### src/rtl/tg_pkg.sv
package tg_pkg;
    localparam int EXT_N   = 3;
    localparam int INT_N   = 4;
    localparam int SRC_N   = EXT_N + INT_N;
    localparam int INT_LSB = 18;
    localparam int NOER_LSB = 8;
    localparam int DW      = 32;

    localparam int A_EN   = 'h00;
    localparam int A_OPT  = 'h04;
    localparam int A_IE   = 'h08;
    localparam int A_SR   = 'h0C;
    localparam int A_MISR = 'h10;
    localparam int A_CLR  = 'h14;
    localparam int A_BKP  = 'h100;

    typedef struct packed {
        logic [SRC_N-1:0] en;
        logic [EXT_N-1:0] mask;
        logic [EXT_N-1:0] noer;
        logic [SRC_N-1:0] ie;
    } cfg_t;

    localparam logic [SRC_N-1:0] EN_RESET = {{INT_N{1'b1}}, {EXT_N{1'b0}}};

    function automatic logic [DW-1:0] src_to_word(input logic [SRC_N-1:0] v);
        logic [DW-1:0] w;
        w = '0;
        w[EXT_N-1:0] = v[EXT_N-1:0];
        w[INT_LSB +: INT_N] = v[SRC_N-1:EXT_N];
        return w;
    endfunction

    function automatic logic [SRC_N-1:0] word_to_src(input logic [DW-1:0] w);
        return {w[INT_LSB +: INT_N], w[EXT_N-1:0]};
    endfunction
endpackage

### src/rtl/tg_regs.sv
module tg_regs
    import tg_pkg::*;
#(
    parameter int ADDR_W = 9
) (
    input  logic              clk,
    input  logic              dom_rst,
    input  logic              wr,
    input  logic              wp_en,
    input  logic [ADDR_W-1:0] addr,
    input  logic [DW-1:0]     wdata,
    output cfg_t              cfg,
    output logic [SRC_N-1:0]  clr
);
    logic wr_ok;
    assign wr_ok = wr && wp_en;

    always_ff @(posedge clk) begin
        if (dom_rst) begin
            cfg.en   <= EN_RESET;
            cfg.mask <= '0;
            cfg.noer <= '0;
            cfg.ie   <= '0;
        end else if (wr_ok) begin
            if (32'(addr) == A_EN)  cfg.en <= word_to_src(wdata);
            if (32'(addr) == A_IE)  cfg.ie <= word_to_src(wdata);
            if (32'(addr) == A_OPT) begin
                cfg.mask <= wdata[EXT_N-1:0];
                cfg.noer <= wdata[NOER_LSB +: EXT_N];
            end
        end
    end

    always_comb begin
        clr = '0;
        if (wr_ok && 32'(addr) == A_CLR) clr = word_to_src(wdata);
    end

    // without a permitted write the configuration holds
    a_r8_cfg_locked: assert property (@(posedge clk) disable iff (dom_rst)
        !wr_ok |=> $stable(cfg));
endmodule

### src/rtl/tg_flags.sv
module tg_flags #(
    parameter int N = 7
) (
    input  logic         clk,
    input  logic         dom_rst,
    input  logic         sys_rst,
    input  logic [N-1:0] hit,
    input  logic [N-1:0] mask,
    input  logic [N-1:0] clr,
    output logic [N-1:0] flag_q,
    output logic [N-1:0] acc_q
);
    logic [N-1:0] take;

    for (genvar i = 0; i < N; i++) begin : g_src
        assign take[i] = hit[i] && !flag_q[i];

        always_ff @(posedge clk) begin
            if (dom_rst)       flag_q[i] <= 1'b0;
            else if (mask[i])  flag_q[i] <= 1'b0;
            else if (take[i])  flag_q[i] <= 1'b1;
            else if (clr[i])   flag_q[i] <= 1'b0;
        end

        always_ff @(posedge clk) begin
            if (dom_rst || sys_rst) acc_q[i] <= 1'b0;
            else                    acc_q[i] <= take[i];
        end

        // an accepted unmasked detection latches the flag
        a_r1_flag_sets: assert property (@(posedge clk) disable iff (dom_rst)
            (hit[i] && !flag_q[i] && !mask[i]) |=> flag_q[i]);
        // a set flag blocks the next pulse
        a_r2_no_retrigger: assert property (@(posedge clk) disable iff (dom_rst)
            (flag_q[i] && hit[i]) |=> !acc_q[i]);
        // set wins over a clear in the same cycle
        a_r3_set_wins: assert property (@(posedge clk) disable iff (dom_rst)
            (hit[i] && !flag_q[i] && !mask[i] && clr[i]) |=> flag_q[i]);
        // a masked source never holds a flag
        a_r4_mask_clears: assert property (@(posedge clk) disable iff (dom_rst)
            mask[i] |=> !flag_q[i]);
    end
endmodule

### src/rtl/tg_backup.sv
module tg_backup #(
    parameter int WORDS = 32,
    parameter int W     = 32,
    localparam int IDX_W = $clog2(WORDS)
) (
    input  logic             clk,
    input  logic             dom_rst,
    input  logic             erase,
    input  logic             we,
    input  logic [IDX_W-1:0] idx,
    input  logic [W-1:0]     wdata,
    output logic [W-1:0]     rdata
);
    logic [W-1:0] bank [WORDS];
    logic         bank_nz;

    always_ff @(posedge clk) begin
        if (dom_rst || erase) begin
            for (int k = 0; k < WORDS; k++) bank[k] <= '0;
        end else if (we) begin
            bank[idx] <= wdata;
        end
    end

    assign rdata = erase ? '0 : bank[idx];

    always_comb begin
        bank_nz = 1'b0;
        for (int k = 0; k < WORDS; k++) bank_nz = bank_nz | (|bank[k]);
    end

    // one cycle of erase leaves the whole bank empty
    a_r6_bank_wiped: assert property (@(posedge clk) disable iff (dom_rst)
        erase |=> !bank_nz);
endmodule

### src/rtl/tamper_guard.sv
module tamper_guard
    import tg_pkg::*;
#(
    parameter int ADDR_W = 9,
    parameter int BKP_N  = 32,
    localparam int IDX_W = $clog2(BKP_N)
) (
    input  logic              clk,
    input  logic              dom_rst,
    input  logic              sys_rst,
    input  logic [EXT_N-1:0]  ext_det,
    input  logic [INT_N-1:0]  int_det,
    input  logic              wp_en,
    input  logic              bus_wr,
    input  logic [ADDR_W-1:0] bus_addr,
    input  logic [DW-1:0]     bus_wdata,
    output logic [DW-1:0]     bus_rdata,
    output logic              irq,
    output logic [EXT_N-1:0]  trig_out,
    output logic              evt_out,
    output logic              erase_req
);
    cfg_t             cfg;
    logic [SRC_N-1:0] clr, hit, mask_v, flag_q, acc_q, may_erase, pend;
    logic             bkp_sel, bkp_we;
    logic [DW-1:0]    bkp_rdata;

    tg_regs #(.ADDR_W(ADDR_W)) u_regs (
        .clk(clk), .dom_rst(dom_rst), .wr(bus_wr), .wp_en(wp_en),
        .addr(bus_addr), .wdata(bus_wdata), .cfg(cfg), .clr(clr)
    );

    assign hit       = {int_det, ext_det} & cfg.en;
    assign mask_v    = {{INT_N{1'b0}}, cfg.mask};
    assign may_erase = {{INT_N{1'b1}}, ~cfg.noer};

    tg_flags #(.N(SRC_N)) u_flags (
        .clk(clk), .dom_rst(dom_rst), .sys_rst(sys_rst),
        .hit(hit), .mask(mask_v), .clr(clr),
        .flag_q(flag_q), .acc_q(acc_q)
    );

    assign erase_req = |(flag_q & may_erase);
    assign pend      = flag_q & cfg.ie;
    assign irq       = |pend;
    assign trig_out  = acc_q[EXT_N-1:0];
    assign evt_out   = |acc_q;

    assign bkp_sel = (32'(bus_addr) >= A_BKP) && (32'(bus_addr) < A_BKP + 4 * BKP_N)
                     && (bus_addr[1:0] == 2'b00);
    assign bkp_we  = bus_wr && wp_en && bkp_sel;

    tg_backup #(.WORDS(BKP_N), .W(DW)) u_bkp (
        .clk(clk), .dom_rst(dom_rst), .erase(erase_req), .we(bkp_we),
        .idx(bus_addr[IDX_W+1:2]), .wdata(bus_wdata), .rdata(bkp_rdata)
    );

    always_comb begin
        bus_rdata = '0;
        if (bkp_sel) bus_rdata = bkp_rdata;
        else if (32'(bus_addr) == A_EN)   bus_rdata = src_to_word(cfg.en);
        else if (32'(bus_addr) == A_IE)   bus_rdata = src_to_word(cfg.ie);
        else if (32'(bus_addr) == A_SR)   bus_rdata = src_to_word(flag_q);
        else if (32'(bus_addr) == A_MISR) bus_rdata = src_to_word(pend);
        else if (32'(bus_addr) == A_OPT) begin
            bus_rdata[EXT_N-1:0] = cfg.mask;
            bus_rdata[NOER_LSB +: EXT_N] = cfg.noer;
        end
    end

    // the event pulse lasts one cycle unless a new detection is accepted
    a_r10_evt_single: assert property (@(posedge clk) disable iff (dom_rst || sys_rst)
        (evt_out && !(|(hit & ~flag_q))) |=> !evt_out);
    // the system reset leaves the flags alone
    a_r11_sysrst_keeps: assert property (@(posedge clk) disable iff (dom_rst)
        (sys_rst && !(|hit) && !(|clr) && !(|mask_v)) |=> $stable(flag_q));
endmodule

### config.mk
export PLATFORM = sky130hd
export DESIGN_NAME = tamper_guard
export DESIGN_NICKNAME = d
export VERILOG_FILES = /design/src/rtl/tg_pkg.sv /design/src/rtl/tg_regs.sv /design/src/rtl/tg_flags.sv /design/src/rtl/tg_backup.sv /design/src/rtl/tamper_guard.sv
export SDC_FILE = /design/constraint.sdc
export NUM_CORES = 2
export LEC_CHECK = 0
export ABC_AREA = 1
export CAP_MARGIN = 0
export CORE_UTILIZATION = 55
export CTS_CLUSTER_SIZE = 25
export DETAILED_ROUTE_END_ITERATION = 10
export GPL_ROUTABILITY_DRIVEN = 0
export HOLD_SLACK_MARGIN = 0.03
export PLACE_DENSITY = 0.71
export SYNTH_ARGS = -nofsm -noshare
export SYNTH_HDL_FRONTEND = slang
export SYNTH_SLANG_ARGS = --single-unit
### constraint.sdc
create_clock -name clk -period 3.6 [get_ports clk]
set_clock_uncertainty 0.1 [all_clocks]
set_input_delay 0.36 -clock clk [delete_from_list [all_inputs] [get_ports clk]]
set_output_delay 0.36 -clock clk [all_outputs]
set_load 0.01 [all_outputs]
==> metrics.cfg <==
[run_status]
outcome=finished, final reports clean

[sta]
finalMaxSlewViolations=0
hold_violations=0
fin_crit_sh=0.975
worst_slew_pin_slew_ns=1.26
final.setup.tns_ns=0
timing.final.ws_setup_ns=0.0918
slew_headroom=0.156
rsz0062_at_grt=no
setup_violations=0
period_needed_ns=3.51
max_freq_mhz=285

[placed_design]
dpl_cell_area_um2=49400
place_worst_setup_slack_ns=-0.0709
portBuffers=90
hpwl_um=80300

[synthesis]
avgSynthCellArea_um2=10.6
post-synth-top-area-cell=edfxtp_1
synth_fp_nets=4391
ys_ff_latch=1058
synthTopCellsByArea=edfxtp_1 (67%), nor2_1 (9.8%), nand2_1 (6.9%), a22oi_1 (2.6%), nand4_1 (2.1%)
async_flop_share=0
synth_edf_count=1024
synth_cell_type_count=33
yosysMostFrequentCell=nor2_1
synth_cells=4338
synth-main-ff-cell=edfxtp_1
synthesis.area_um2=45900
ys.warnings.count=0
ys_seq_area_frac=0.685
synth_top_cell_area_share=0.671
synth_commonest_cells=nor2_1 (1200), edfxtp_1 (1024), nand2_1 (842)

[routing]
ant_nets=0
via_per_inst=6.09
drtPass1Iterations=6
drt_iter0_markers=4232
vias=34000
drt_wl_total_um=133000
route.detailed.drc=0
wl_per_cell_um=23.9

[power]
p_per_area_nw_per_um2=514
vdd_drop_max_uv=397
finalPower_w=0.0271
leakage_nw=21.4

[setup_path]
crit_path_end_kind=primary output
worstPathMaxFanout=27
timing.critical_path.from_type=flop
crit_arrival_ns=3.05
reg2regPathDepth=8
regToRegSetupSlack_ns=0.76
crit_type=flop to primary output
required_ns=3.14

[cts]
cts-root-buf=clkbuf_16
htreeDepth=3
clk_pin_slew_ns=0.06
cts.hold.buffers_added=0
cts_num_sinks=1058
clk_path_buf_depth=3
cts_buffers=106
insertion_delay_ns=0.68
cts_tree=built

[min_path]
hold_path.class=primary input to flop
holdPathStages=3

[floorplan]
floorplan.die.width_um=291
coreArea_um2=82200
io_pins=91
start_util=0.558
die_y_um=291
rows=105
die-area_um2=84500

[global_routing]
grt_pass1_wl_um=198000
antenna_found_initial=0
grt_start_max_net_pins=81
grt-ovfl-total=0
grt_usage=0.311
grt_pass1_vias=32900

[final_layout]
nNetsFinal=4486
drive_gt1_frac=0.106
fill_cells=6362
area.growth.synth_to_final_pct=15.0
finalInstanceArea_um2=52700
antenna-diode-count=0

[run]
maxCapViolCount=0

timing repair:
| action | CTS | global route |
|---|---|---|
| setup buffers | 2 | 3 |
| resized for setup | 3 | 4 |
| cloned | 1 | 1 |
| endpoints found under the setup margin | 9 | 19 |
| pin swaps | 2 | 0 |
per-layer routing:
| layer | track usage | part of all wire | up-vias |
|---|---|---|---|
| met5 | 0 | 0 | - |
| met4 | 0.135 | 0.044 | 0 |
| met3 | 0.0486 | 0.10 | 327 |
| met2 | 0.500 | 0.47 | 2071 |
| met1 | 0.422 | 0.38 | 16600 |
| li1 | - | - | 15000 |
registers in the layout (all words and copies together) (netlist names):
| signal | count |
|---|---|
| u_regs.cfg | 20 |
| u_flags.acc_q | 7 |
| u_flags.flag_q | 7 |
| u_bkp.bank | 1024 |
where the power goes:
group	internal [W]	switching, W
registers	0.0144	0.000239
clock network	0.00562	0.00467
logic	0.000636	0.00154
placed cells by master, fill, tap and decap left out, drive strengths merged, types with 4 or more instances in the layout:
cell	n
nand3	152
a211oi	27
a21o	15
clkinv	67
inv	111
nand2	842
nor3	9
clkinvlp	4
o211ai	5
a22oi	157
dfxtp	34
edfxtp	1024
o21ai	31
a22o	6
nor2	1207
clkdlybuf4s50	85
and2	20
a21oi	127
nand4	181
buf	268
clkbuf	130
layout make-up:
| class | count | area, um2 | area share |
|---|---|---|---|
| clock inverter | 65 | 452 | 0.00857 |
| timing repair buffer | 357 | 3790 | 0.0719 |
| clock buffer | 129 | 2740 | 0.0520 |
| inverter | 120 | 460 | 0.00873 |
| sequential | 1058 | 31400 | 0.596 |
| multi-input combinational | 2790 | 12500 | 0.237 |
| tap | 1070 | 1340 | 0.0254 |
path summary, 6_finish.rpt:
kind	endpoint	startpoint
max	bus_rdata[13]	u_flags.flag_q[3]$_SDFFE_PP0P_
min	u_flags.acc_q[5]$_SDFF_PP0_	int_det[2]
max reg2reg	u_bkp.bank[4][13]$_SDFFCE_PN0P_	u_flags.flag_q[3]$_SDFFE_PP0P_
min reg2reg	u_flags.flag_q[2]$_SDFFE_PP0P_	u_regs.cfg[12]$_SDFFE_PP0P_
through the flow:
stage	util	instances	hold slack [ns]
after floorplan	-	4338	0.318
after global placement	0.601	5388	0.340
after detailed placement	0.601	5388	0.339
final	0.641	5589	0.197
after global routing	0.641	5589	0.207
after CTS	0.640	5585	0.169
critical path, stage by stage (launching register included):
cell and delay [ns]:
dfxtp_1 0.35, nor4_1 0.37, nand2_1 0.18, nor2_4 0.14, buf_12 0.22, nand2_1 0.21
nor2_1 0.20, buf_4 0.13, clkdlybuf4s50_1 0.52
cells by family after synthesis:
group / Yosys count / synth area share
simple gates: 2419 / 0.218
compound gates: 371 / 0.0524
buf+inv: 490 / 0.0441
flops: 1058 / 0.685
No activity file was read; power rests on OpenSTA's default activity.
